[config.mk]
export PLATFORM = sky130hd
export DESIGN_NAME = trx_mode_ctrl
export DESIGN_NICKNAME = d
export VERILOG_FILES = /design/src/rtl/trxmode_pkg.sv /design/src/rtl/trxmode_regs.sv /design/src/rtl/trxmode_fsm.sv /design/src/rtl/trxmode_decode.sv /design/src/rtl/trx_mode_ctrl.sv
export SDC_FILE = /design/constraint.sdc
export NUM_CORES = 1
export LEC_CHECK = 0
export BUFFER_PORTS_ARGS = -buffer_cell sky130_fd_sc_hd__buf_2
export CAP_MARGIN = 40
export CORE_AREA = 2 2 54 56
export CTS_CLUSTER_SIZE = 16
export DETAILED_ROUTE_END_ITERATION = 7
export DIE_AREA = 0 0 56 58
export HOLD_SLACK_MARGIN = 0.03
export PLACE_DENSITY_LB_ADDON = 0.12
export SKIP_CTS_REPAIR_TIMING = 1
export SYNTH_ARGS = -nofsm -noshare
export SYNTH_HDL_FRONTEND = slang
export SYNTH_HIERARCHICAL = 1
export SYNTH_SLANG_ARGS = --single-unit
[constraint.sdc]
create_clock -name clk -period 3.9 [get_ports clk]
set_clock_uncertainty 0.1 [all_clocks]
set_input_delay 0.39 -clock clk [delete_from_list [all_inputs] [get_ports clk]]
set_output_delay 0.39 -clock clk [all_outputs]
set_load 0.05 [all_outputs]
[src/rtl/trxmode_pkg.sv]
package trxmode_pkg;

   localparam int CODE_W = 5;
   typedef logic [CODE_W-1:0] code_t;

   typedef enum logic [3:0] {
      M_IDLE, M_RX, M_RX_BSY, M_TX, M_TX_BSY,
      M_AAR, M_AAR_BSY, M_ART, M_ART_BSY, M_CHG
   } mode_t;

   // command codes (the idle status codes reuse them)
   localparam code_t C_NOP  = 5'd0;
   localparam code_t C_OFF  = 5'd8;
   localparam code_t C_RX   = 5'd6;
   localparam code_t C_TX   = 5'd9;
   localparam code_t C_AAR  = 5'd22;
   localparam code_t C_ART  = 5'd25;
   // status-only codes
   localparam code_t S_RX_BSY  = 5'd1;
   localparam code_t S_TX_BSY  = 5'd2;
   localparam code_t S_AAR_BSY = 5'd17;
   localparam code_t S_ART_BSY = 5'd18;
   localparam code_t S_CHG     = 5'd31;

   function automatic logic code_is_cmd(code_t c);
      return (c == C_OFF) || (c == C_RX) || (c == C_TX) ||
             (c == C_AAR) || (c == C_ART);
   endfunction

   function automatic mode_t cmd_to_mode(code_t c);
      case (c)
         C_RX:    return M_RX;
         C_TX:    return M_TX;
         C_AAR:   return M_AAR;
         C_ART:   return M_ART;
         default: return M_IDLE;
      endcase
   endfunction

   function automatic code_t mode_code(mode_t m);
      case (m)
         M_RX:      return C_RX;
         M_RX_BSY:  return S_RX_BSY;
         M_TX:      return C_TX;
         M_TX_BSY:  return S_TX_BSY;
         M_AAR:     return C_AAR;
         M_AAR_BSY: return S_AAR_BSY;
         M_ART:     return C_ART;
         M_ART_BSY: return S_ART_BSY;
         M_CHG:     return S_CHG;
         default:   return C_OFF;
      endcase
   endfunction

   function automatic logic mode_is_busy(mode_t m);
      return (m == M_RX_BSY) || (m == M_TX_BSY) ||
             (m == M_AAR_BSY) || (m == M_ART_BSY);
   endfunction

   function automatic logic mode_is_auto(mode_t m);
      return (m == M_AAR) || (m == M_AAR_BSY) ||
             (m == M_ART) || (m == M_ART_BSY);
   endfunction

   function automatic logic rx_family(mode_t m);
      return (m == M_RX) || (m == M_RX_BSY) ||
             (m == M_AAR) || (m == M_AAR_BSY);
   endfunction

   function automatic logic tx_family(mode_t m);
      return (m == M_TX) || (m == M_TX_BSY) ||
             (m == M_ART) || (m == M_ART_BSY);
   endfunction

   function automatic mode_t busy_of(mode_t m);
      case (m)
         M_RX:    return M_RX_BSY;
         M_TX:    return M_TX_BSY;
         M_AAR:   return M_AAR_BSY;
         M_ART:   return M_ART_BSY;
         default: return m;
      endcase
   endfunction

   function automatic mode_t idle_of(mode_t m);
      case (m)
         M_RX_BSY:  return M_RX;
         M_TX_BSY:  return M_TX;
         M_AAR_BSY: return M_AAR;
         M_ART_BSY: return M_ART;
         default:   return m;
      endcase
   endfunction

endpackage

[src/rtl/trxmode_regs.sv]
// Command capture, held-command slot and configuration bit.
module trxmode_regs
   import trxmode_pkg::*;
#(
   parameter int ADDR_W   = 6,
   parameter int DATA_W   = 8,
   parameter int CMD_ADDR = 2,
   parameter int CFG_ADDR = 5,
   parameter int CRC_BIT  = 0
) (
   input  logic              clk,
   input  logic              rst_n,
   input  logic              wr_en,
   input  logic [ADDR_W-1:0] wr_addr,
   input  logic [DATA_W-1:0] wr_data,
   input  logic              take,
   output logic              crc_on,
   output logic              eff_valid,
   output code_t             eff_cmd
);

   localparam logic [ADDR_W-1:0] CMD_A = ADDR_W'(CMD_ADDR);
   localparam logic [ADDR_W-1:0] CFG_A = ADDR_W'(CFG_ADDR);

   logic  wr_cmd;
   code_t wr_code;
   logic  held_v;
   code_t held_c;
   logic  unused_wr_bits;

   assign wr_code        = wr_data[CODE_W-1:0];
   assign wr_cmd         = wr_en && (wr_addr == CMD_A) && code_is_cmd(wr_code);
   assign unused_wr_bits = ^wr_data;

   // newest command wins over a held one
   assign eff_valid = wr_cmd || held_v;
   assign eff_cmd   = wr_cmd ? wr_code : held_c;

   always_ff @(posedge clk or negedge rst_n) begin
      if (!rst_n) begin
         crc_on <= 1'b0;
      end else if (wr_en && (wr_addr == CFG_A)) begin
         crc_on <= wr_data[CRC_BIT];
      end
   end

   always_ff @(posedge clk or negedge rst_n) begin
      if (!rst_n) begin
         held_v <= 1'b0;
         held_c <= C_NOP;
      end else if (take) begin
         held_v <= 1'b0;
      end else if (wr_cmd) begin
         held_v <= 1'b1;
         held_c <= wr_code;
      end
   end

endmodule

[src/rtl/trxmode_fsm.sv]
// Mode state machine with transition timer and frame tracking.
module trxmode_fsm
   import trxmode_pkg::*;
#(
   parameter int TRANS_CYC = 4
) (
   input  logic  clk,
   input  logic  rst_n,
   input  logic  eff_valid,
   input  code_t eff_cmd,
   input  logic  crc_on,
   input  logic  rx_busy,
   input  logic  rx_done,
   input  logic  tx_busy,
   input  logic  tx_done,
   output mode_t mode,
   output logic  take
);

   localparam bit HAS_CHG = (TRANS_CYC > 0);
   localparam int TW      = (TRANS_CYC > 1) ? $clog2(TRANS_CYC) : 1;
   localparam logic [TW-1:0] TMR_INIT = TW'((TRANS_CYC > 0) ? TRANS_CYC - 1 : 0);

   mode_t         cur;
   mode_t         tgt;
   mode_t         req;
   logic [TW-1:0] tmr;
   logic          settled;
   logic          busy_hit;
   logic          done_hit;
   logic          accept;

   assign settled  = (cur != M_CHG) && !mode_is_busy(cur);
   assign busy_hit = settled && ((rx_family(cur) && rx_busy) ||
                                 (tx_family(cur) && tx_busy));
   assign done_hit = mode_is_busy(cur) && ((rx_family(cur) && rx_done) ||
                                           (tx_family(cur) && tx_done));
   assign take     = settled && !busy_hit && eff_valid;
   assign req      = cmd_to_mode(eff_cmd);
   assign accept   = take && (req != cur) && (!mode_is_auto(req) || crc_on);
   assign mode     = cur;

   always_ff @(posedge clk or negedge rst_n) begin
      if (!rst_n) begin
         cur <= M_IDLE;
         tgt <= M_IDLE;
         tmr <= '0;
      end else if (cur == M_CHG) begin
         if (tmr == '0) cur <= tgt;
         else           tmr <= tmr - TW'(1);
      end else if (done_hit) begin
         cur <= idle_of(cur);
      end else if (busy_hit) begin
         cur <= busy_of(cur);
      end else if (accept) begin
         if (HAS_CHG) begin
            cur <= M_CHG;
            tgt <= req;
            tmr <= TMR_INIT;
         end else begin
            cur <= req;
         end
      end
   end

endmodule

[src/rtl/trxmode_decode.sv]
// Status encoding, read mux and engine enables.
module trxmode_decode
   import trxmode_pkg::*;
#(
   parameter int ADDR_W    = 6,
   parameter int DATA_W    = 8,
   parameter int STAT_ADDR = 1,
   parameter int CFG_ADDR  = 5,
   parameter int CRC_BIT   = 0,
   parameter bit READ_REG  = 1'b0
) (
   input  logic              clk,
   input  logic              rst_n,
   input  mode_t             mode,
   input  logic              crc_on,
   input  logic [ADDR_W-1:0] rd_addr,
   output logic [DATA_W-1:0] rd_data,
   output logic              rx_en,
   output logic              tx_en,
   output logic              auto_ack_en,
   output logic              auto_retry_en
);

   localparam logic [ADDR_W-1:0] STAT_A = ADDR_W'(STAT_ADDR);
   localparam logic [ADDR_W-1:0] CFG_A  = ADDR_W'(CFG_ADDR);

   logic [DATA_W-1:0] rd_next;

   always_comb begin
      rd_next = '0;
      if (rd_addr == STAT_A) begin
         rd_next[CODE_W-1:0] = mode_code(mode);
      end else if (rd_addr == CFG_A) begin
         rd_next[CRC_BIT] = crc_on;
      end
   end

   generate
      if (READ_REG) begin : g_rd_reg
         always_ff @(posedge clk or negedge rst_n) begin
            if (!rst_n) rd_data <= '0;
            else        rd_data <= rd_next;
         end
      end else begin : g_rd_comb
         logic unused_clk;
         assign unused_clk = clk ^ rst_n;
         assign rd_data    = rd_next;
      end
   endgenerate

   assign rx_en         = rx_family(mode);
   assign tx_en         = tx_family(mode);
   assign auto_ack_en   = (mode == M_AAR) || (mode == M_AAR_BSY);
   assign auto_retry_en = (mode == M_ART) || (mode == M_ART_BSY);

endmodule

[src/rtl/trx_mode_ctrl.sv]
module trx_mode_ctrl
   import trxmode_pkg::*;
#(
   parameter int ADDR_W    = 6,
   parameter int DATA_W    = 8,
   parameter int STAT_ADDR = 1,
   parameter int CMD_ADDR  = 2,
   parameter int CFG_ADDR  = 5,
   parameter int CRC_BIT   = 0,
   parameter int TRANS_CYC = 4,
   parameter bit READ_REG  = 1'b0
) (
   input  logic              clk,
   input  logic              rst_n,
   input  logic              wr_en,
   input  logic [ADDR_W-1:0] wr_addr,
   input  logic [DATA_W-1:0] wr_data,
   input  logic [ADDR_W-1:0] rd_addr,
   output logic [DATA_W-1:0] rd_data,
   input  logic              rx_busy,
   input  logic              rx_done,
   input  logic              tx_busy,
   input  logic              tx_done,
   output logic              rx_en,
   output logic              tx_en,
   output logic              auto_ack_en,
   output logic              auto_retry_en
);

   generate
      if (DATA_W < CODE_W) begin : g_bad_dw
         $error("DATA_W must hold a command code");
      end
      if (CRC_BIT < 0 || CRC_BIT >= DATA_W) begin : g_bad_crc
         $error("CRC_BIT out of range");
      end
      if (STAT_ADDR == CMD_ADDR || STAT_ADDR == CFG_ADDR || CMD_ADDR == CFG_ADDR) begin : g_bad_map
         $error("register addresses must differ");
      end
      if (CFG_ADDR >= (1 << ADDR_W) || CMD_ADDR >= (1 << ADDR_W) ||
          STAT_ADDR >= (1 << ADDR_W)) begin : g_bad_aw
         $error("address does not fit ADDR_W");
      end
      if (TRANS_CYC < 0) begin : g_bad_tc
         $error("TRANS_CYC must not be negative");
      end
   endgenerate

   logic  crc_on;
   logic  eff_valid;
   code_t eff_cmd;
   logic  take_w;
   mode_t mode_q;

   trxmode_regs #(
      .ADDR_W(ADDR_W), .DATA_W(DATA_W), .CMD_ADDR(CMD_ADDR),
      .CFG_ADDR(CFG_ADDR), .CRC_BIT(CRC_BIT)
   ) u_regs (
      .clk(clk), .rst_n(rst_n), .wr_en(wr_en), .wr_addr(wr_addr),
      .wr_data(wr_data), .take(take_w), .crc_on(crc_on),
      .eff_valid(eff_valid), .eff_cmd(eff_cmd)
   );

   trxmode_fsm #(.TRANS_CYC(TRANS_CYC)) u_fsm (
      .clk(clk), .rst_n(rst_n), .eff_valid(eff_valid), .eff_cmd(eff_cmd),
      .crc_on(crc_on), .rx_busy(rx_busy), .rx_done(rx_done),
      .tx_busy(tx_busy), .tx_done(tx_done), .mode(mode_q), .take(take_w)
   );

   trxmode_decode #(
      .ADDR_W(ADDR_W), .DATA_W(DATA_W), .STAT_ADDR(STAT_ADDR),
      .CFG_ADDR(CFG_ADDR), .CRC_BIT(CRC_BIT), .READ_REG(READ_REG)
   ) u_dec (
      .clk(clk), .rst_n(rst_n), .mode(mode_q), .crc_on(crc_on),
      .rd_addr(rd_addr), .rd_data(rd_data), .rx_en(rx_en), .tx_en(tx_en),
      .auto_ack_en(auto_ack_en), .auto_retry_en(auto_retry_en)
   );

endmodule

==> results of run 1 <==
==> worst paths after layout <==
kind	start	end	slack, ns	cells past startpoint
min	wr_data[4]	u_regs/held_c[4]$_DFFE_PN0N_	0.25	2
max reg2reg	u_fsm/mode[3]$_DFFE_PN0P_	u_fsm/mode[0]$_DFFE_PN0P_	1.43	5
max	wr_addr[5]	u_fsm/mode[0]$_DFFE_PN0P_	0.35	10
max in group asynchronous	rst_n	u_regs/held_c[1]$_DFFE_PN0N_	2.97	2
min reg2reg	u_regs/held_c[4]$_DFFE_PN0N_	u_regs/held_c[4]$_DFFE_PN0N_	0.39	1
min in group asynchronous	rst_n	u_fsm/mode[0]$_DFFE_PN0P_	0.47	2
==> state kept, by name (all words and copies together) (netlist names) <==
signal / cells
u_fsm/tgt: 3
u_regs/held_v: 1
u_fsm/tmr: 2
u_regs/crc_on: 1
u_fsm/mode: 4
u_regs/held_c: 5
==> area by class of cell <==
| class | instances | area [µm²] |
|---|---|---|
| inverters | 10 | 37.5 |
| flip-flops and latches | 16 | 400 |
| multi-input cells | 119 | 922 |
| repair buffers | 36 | 193 |
| fillers | 242 | 1030 |
| well taps | 31 | 38.8 |
| clock buffers | 4 | 36.3 |
==> worst max-delay path: stages <==
cell	delay [ns]
buf_2	0.09
or4b_4	0.53
or4b_4	0.54
nor2_4	0.17
mux2_2	0.37
and4bb_4	0.22
or2_4	0.26
xor2_1	0.14
o31a_1	0.38
or4_1	0.53
==> synthesized netlist by cell type (3+ instances only) <==
| library cell | count |
|---|---|
| inv_1 | 10 |
| dfrtp_1 | 16 |
| nor3b_1 | 3 |
| clkbuf_1 | 3 |
| mux2_2 | 12 |
| nand2_1 | 9 |
| nand3b_1 | 5 |
| nor2_1 | 12 |
| xnor2_1 | 3 |
| o21ai_0 | 4 |
| or4b_4 | 3 |
| nand2b_1 | 4 |
| a21oi_1 | 7 |
| ha_1 | 6 |
| buf_4 | 4 |
==> layer usage <==
layer / GRT usage / up-vias / share of wire
met4: 0.0612 / 0 / 0.0062
met5: 0 / - / 0
met1: 0.246 / 582 / 0.45
met2: 0.350 / 16 / 0.52
li1: - / 613 / -
met3: 0.0134 / 2 / 0.024
==> logic make-up (layout without fill, tap and decap cells) <==
| family | after synthesis | count (layout) | share of synthesized area |
|---|---|---|---|
| flip-flops | 16 | 16 | 0.275 |
| other | 1 | 3 | 0.00257 |
| XOR/XNOR | 5 | 5 | 0.0301 |
| AO/OA/AOI/OAI | 33 | 33 | 0.166 |
| adder cells (fa/ha/maj) | 6 | 6 | 0.0515 |
| multiplexers | 15 | 15 | 0.114 |
| AND/OR/NAND/NOR | 57 | 57 | 0.264 |
| buffers and inverters | 21 | 50 | 0.0971 |
==> through the flow <==
| stage | area, µm² | utilization | cells | power (mW) |
|---|---|---|---|---|
| 4_1_cts | 1620 | 0.608 | 215 | 0.929 |
| 5_1_grt | 1630 | 0.611 | 216 | 1.01 |
| 3_5_place_dp | 1580 | 0.594 | 211 | 0.817 |
| 2_1_floorplan | 1460 | - | 156 | 0.767 |
| 3_3_place_gp | 1580 | 0.594 | 211 | 0.802 |
| 6_report | 1630 | 0.611 | 216 | 0.925 |
==> power by group through the flow <==
stage | registers (mW) | clock network, mW | logic, mW
final | 0.321 | 0.108 | 0.496
after global placement | 0.321 | 0 | 0.481
after global routing | 0.339 | 0.117 | 0.557
after floorplan | 0.240 | 0 | 0.527
after detailed placement | 0.324 | 0 | 0.493
after CTS | 0.320 | 0.113 | 0.496
==> summary.md, run 1 <==
| Metric | Value |
|---|---|
| Clk pwr share | `0.116` |
| TritonCTS clock tree | `built` |
| Pwr/cell area | `568 nW/µm²` |
| Max VDD drop | `0.669 mV` |
| Core area | `2660 µm²` |
| Max Slew Vio Count | `0` |
| Die H | `58 µm` |
| Share of the synthesized area in the top cell type | `0.275` |
| Gate power share | `0.537` |
| Final setup viols | `0` |
| IO Pins | `39` |
| Min Hold Slack | `0.252 ns` |
| CTS Sinks | `16` |
| Post-synth EDFFs | `0` |
| Ant diodes | `0` |
| Crit-path max FO | `5` |
| Vias/cell | `5.62` |
| Psw | `0.450 mW` |
| Die X | `56 µm` |
| Final net count | `219` |
| Starting Density | `0.547` |
| First-pass GRT wire length | `5110 µm` |
| Setup crit start kind | `primary input` |
| Synth Register Bits | `16` |
| Final Hold Vio Count | `0` |
| Area grow syn2layout | `11.8%` |
| Post-DP HPWL | `2190 µm` |
| Clk slew on worst S/H paths | `0.09 ns` |
| Fmax | `282 MHz` |
| Mapped Cells | `154` |
| FP Rows | `19` |
| Leakage | `0.769 nW` |
| H-tree depth | `1` |
| DRC viols | `0` |
| Max-slew headroom | `0.523` |
| Routed WL | `2890 µm` |
| Seq/Total Area, Yosys | `0.275` |
| Critical Path RT | `3.96 ns` |
| GPL Wtd Cong | `0.799` |
| Synth top area cells | `dfrtp_1, mux2_2, ha_1` |
| Min-delay worst type | `primary input to register` |
| Critical path arrival | `3.61 ns` |
| Largest net degree at the start of global routing | `24` |
| I/O Buffers | `32` |
| Ys flop type | `dfrtp_1` |
| Period minus WS final | `3.55 ns` |
| Mapped cell area | `1460 µm²` |
| Drt first pass iters | `4` |
| Post-Place Setup Slack | `0.0564 ns` |
| Initial antenna violation count | `0` |
| Internal power | `0.474 mW` |
| Final setup TNS | `0 ns` |
| Routed Antenna Nets | `0` |
| Vias in the first global route | `1171` |
| Commonest non-fill, non-tap cell in the layout | `buf_2` |
| Period utilisation layout | `0.910` |
| Number of distinct library cells after synthesis | `58` |
| Die area | `3250 µm²` |
| Via count of the routed design | `1213` |
| Final setup margin | `0.351 ns` |
| Max-cap viol count | `0` |
| Run status | `finished, final reports clean` |
| WS Path Type | `primary input to register` |
| Endpoint class of the critical path | `register` |
| Most frequent cells in the layout | `buf_2, dfrtp_1, nor2_1, mux2_2, inv_1` |
| Clock buffer depth | `2` |
| Synth area leader | `dfrtp_1` |
| Layout cells sized above 1 | `0.362` |
| Inserted Clock Buffers | `3` |
| GRT Util Overall | `0.193` |
| Root Driver | `clkbuf_4` |
| Sw Share | `0.487` |
| Routed length per placed instance | `13.4 µm` |
| Clk_lat worst skew | `0.28 ns` |
| Synth Warn # | `6` |
| Syn_area_per_cell | `9.46 µm²` |
| Reg power frac | `0.347` |
| Post-synth ARST share | `1.00` |
| RSZ-0062 raised after global routing | `false` |
| Remaining global-route overflow | `0` |
| Slew @ Worst Pin | `0.713 ns` |
| DR iter-0 viols | `30` |
Note: power is estimated with default switching activity, not from simulation.
==> inputs of run 2 (changes only) <==
- ABC_AREA: default -> 1
- CORE_AREA: 2 2 54 56 -> 2 2 56 58
- DIE_AREA: 0 0 56 58 -> 0 0 58 60
==> summary.md, run 2 <==
| Metric | Value |
|---|---|
| I/O Buffers | `32 (unchanged)` |
| Max VDD drop | `0.446 mV (-33%)` |
| Mapped cell area | `1580 µm² (+8.5%)` |
| RSZ-0062 raised after global routing | `false` |
| Root Driver | `clkbuf_4` |
| Endpoint class of the critical path | `output port` |
| Via count of the routed design | `1533 (+26%)` |
| Synth Register Bits | `16 (unchanged)` |
| Area grow syn2layout | `12.8%` |
| Synth Warn # | `6 (unchanged)` |
| Commonest non-fill, non-tap cell in the layout | `nand2_1` |
| WS Path Type | `register to output port` |
| Register area | `400 µm² (unchanged)` |
| Share of the synthesized area in the top cell type | `0.253 (-0.0215)` |
| H-tree depth | `1 (unchanged)` |
| Ys flop type | `dfrtp_1` |
| Starting Density | `0.544 (-0.00260)` |
| Final Non-Filler Cells | `314 (+45%)` |
| Max-slew headroom | `0.661 (+0.137)` |
| Critical path arrival | `1.93 ns (-1.68 ns)` |
| Gr busiest metal | `met2` |
| Met3 Usage GRT | `0.0260 (+0.0126)` |
| Max reg flops | `5 (unchanged)` |
| CP dominant cell by count | `inv_1` |
| Multi-input combinational cell area | `980 µm² (+6.2%)` |
| Crit-path max FO | `14 (+9)` |
| Largest Register | `u_regs/held_c` |
| Post-DP HPWL | `2560 µm (+16%)` |
| Final setup viols | `0 (unchanged)` |
| DR iter-0 viols | `94 (+210%)` |
| WP buf/inv | `4 (+3)` |
| Largest family of logic cells by synthesized area | `simple AND/OR/NAND/NOR gates` |
| Multiplexer area fraction after synthesis | `0 (-0.114)` |
| Layout cells sized above 1 | `0.214 (-0.149)` |
| Synth top area cells | `dfrtp_1, nand2_1, nand3_1` |
| Initial antenna violation count | `0 (unchanged)` |
| Ant diodes | `0 (unchanged)` |
| Die X | `58 µm (+3.6%)` |
| Largest net degree at the start of global routing | `17 (-29%)` |
| Die area | `3480 µm² (+7.1%)` |
| Cells along the critical path | `inv_1, ha_1, inv_1, nand2_1, nand3_1, nand2_1, inv_1, buf_2` |
| Max-cap viol count | `0 (unchanged)` |
| Inserted Clock Buffers | `3 (unchanged)` |
| Period utilisation layout | `0.621 (-0.289)` |
| Count leader, synth | `nand2_1` |
| Clk slew on worst S/H paths | `0.10 ns (about the same)` |
| Routed Antenna Nets | `0 (unchanged)` |
| Filler Cell Count | `273 (+13%)` |
| Final Hold Vio Count | `0 (unchanged)` |
| Period minus WS final | `2.42 ns (-1.13 ns)` |
| Simple-gate share of the synthesized area | `0.509 (+0.245)` |
| TritonCTS clock tree | `built` |
| CTS Sinks | `16 (unchanged)` |
| Inst Count DP | `309 (+46%)` |
| Routed length per placed instance | `10.2 µm (-24%)` |
| Final net count | `315 (+44%)` |
| Compound-Gate Fraction of Synth Area | `0.0562 (-0.110)` |
| Vias in the first global route | `1342 (+15%)` |
| Most frequent cells in the layout | `nand2_1, inv_1, buf_2, nand3_1, nor2_1` |
| IO Pins | `39 (unchanged)` |
| Met1 Use GR | `0.256 (+0.00993)` |
| Slew @ Worst Pin | `0.509 ns (-0.204 ns)` |
| Most frequent cells after synthesis | `nand2_1, inv_1, nand3_1` |
| Clock buffer depth | `2 (unchanged)` |
| GRT Util Overall | `0.204 (+0.0110)` |
| Post-synth EDFFs | `0 (unchanged)` |
| GPL Wtd Cong | `0.874 (+9.4%)` |
| Top delay family on crit path | `flip-flops` |
| Setup crit start kind | `register` |
| Remaining global-route overflow | `0 (unchanged)` |
| Run status | `finished, final reports clean` |
| Routed WL | `3200 µm (+11%)` |
| Die H | `60 µm (+3.4%)` |
| Max Slew Vio Count | `0 (unchanged)` |
| Xor and xnor area share after synthesis | `0 (-0.0301)` |
| Slowest stage cell, crit path | `dfrtp_1` |
| Core area | `2900 µm² (+9.0%)` |
| Synth area leader | `dfrtp_1` |
| GR Util met2 | `0.360 (+0.0108)` |
| Post-Synth Adder-Cell Area | `0.0475 (-0.00404)` |
| Drt first pass iters | `4 (unchanged)` |
| Critical Path RT | `3.41 ns (-0.55 ns)` |
| Final setup TNS | `0 ns (unchanged)` |
| Leakage | `1.06 nW (+38%)` |
| Fmax | `413 MHz (+47%)` |
| Pwr/cell area | `687 nW/µm² (+21%)` |
| Min-delay worst type | `primary input to register` |
| Vias/cell | `4.88 (-13%)` |
| First-pass GRT wire length | `5490 µm (+7.3%)` |
| Syn_area_per_cell | `6.37 µm² (-33%)` |
| Mapped Cells | `248 (+61%)` |
| Seq/Total Area, Yosys | `0.253 (-0.0215)` |
| Number of distinct library cells after synthesis | `32 (-45%)` |
| DRC viols | `0 (unchanged)` |
| CP max stage delay | `0.65 ns (+0.11 ns)` |
| Clk_lat worst skew | `0.29 ns (about the same)` |
| Post-synth ARST share | `1.00 (unchanged)` |
| FP Rows | `20 (+1)` |
[run 2: changes by cell type after synthesis, sizes merged, moves of 4 or more]
cell | previous run | this run
inv | 10 | 40
and2 | 1 | 5
nor2 | 13 | 29
nand2 | 9 | 85
mux2 | 13 | 0
nand4 | 2 | 7
nand2b | 4 | 0
nand3 | 1 | 32
[run 2: power breakdown]
part	switching (mW)	internal, mW
logic	0.527	0.266
registers	0.0852	0.237
clock network	0.0525	0.0569
total	0.665	0.560
[run 2: metrics by stage]
| step | setup WS, ns | instance area [µm²] | hold slack, ns | utilization | power (mW) |
|---|---|---|---|---|---|
| finish | 1.48 | 1780 | 0.323 | 0.614 | 1.22 |
| global route | 1.27 | 1780 | 0.334 | 0.614 | 1.37 |
| CTS | 1.45 | 1770 | -0.0994 | 0.611 | 1.23 |
| detailed placement | 1.27 | 1740 | 0.227 | 0.598 | 1.12 |
| global placement | 1.31 | 1740 | 0.224 | 0.598 | 1.10 |
| floorplan | 1.62 | 1590 | -0.00559 | - | 0.983 |
[run 2: cells by family (layout without fill, tap and decap cells)]
| group | Yosys count | count (layout) |
|---|---|---|
| and+or+nand+nor | 163 | 163 |
| AOI/OAI and AO/OA | 16 | 16 |
| adders and majority gates | 6 | 6 |
| DFF | 16 | 16 |
| buffers and inverters | 46 | 77 |
| other | 1 | 3 |
[run 2: area by class of cell]
class	count	area share
Inverter	40	0.0870
Clock buffer	4	0.0204
Tap cell	33	0.0232
Sequential cell	16	0.225
Multi-Input combinational cell	188	0.549
Timing Repair Buffer	33	0.0954
[run 2: path summary, 6_finish.rpt]
check | cells past startpoint | from | endpoint | slack [ns]
setup / recovery | 8 | u_fsm/mode[1]$_DFFE_PN0P_ | rd_data[3] | 1.48
hold / removal | 4 | wr_addr[3] | u_regs/crc_on$_DFFE_PN0P_ | 0.32
setup reg to reg | 13 | u_fsm/mode[3]$_DFFE_PN0P_ | u_fsm/mode[2]$_DFFE_PN0P_ | 1.68
hold reg to reg | 2 | u_regs/held_c[1]$_DFFE_PN0N_ | u_regs/held_c[1]$_DFFE_PN0N_ | 0.38
max in group asynchronous | 2 | rst_n | u_regs/held_c[4]$_DFFE_PN0N_ | 3.00
min in group asynchronous | 2 | rst_n | u_fsm/mode[1]$_DFFE_PN0P_ | 0.43
[run 2: worst reg2reg max path, cell delays in order, from the launching register on]
cell and delay (ns):
dfrtp_1 0.67, inv_2 0.14, nand2_1 0.12, nand2_1 0.06, nand2_1 0.08, nand2_2 0.06, nand2_2 0.08, nand2_2 0.06
nor2_4 0.25, nand3_4 0.17, nand2_4 0.13, nand2_4 0.06, nand2_1 0.06, nand2_1 0.05
[run 2: layer usage]
metal	vias up	wire [µm]	share of wire
li1	832	-	-
met1	671	1490	0.47
met2	26	1580	0.49
met3	4	97	0.030
met4	0	34	0.011
met5	-	0	0
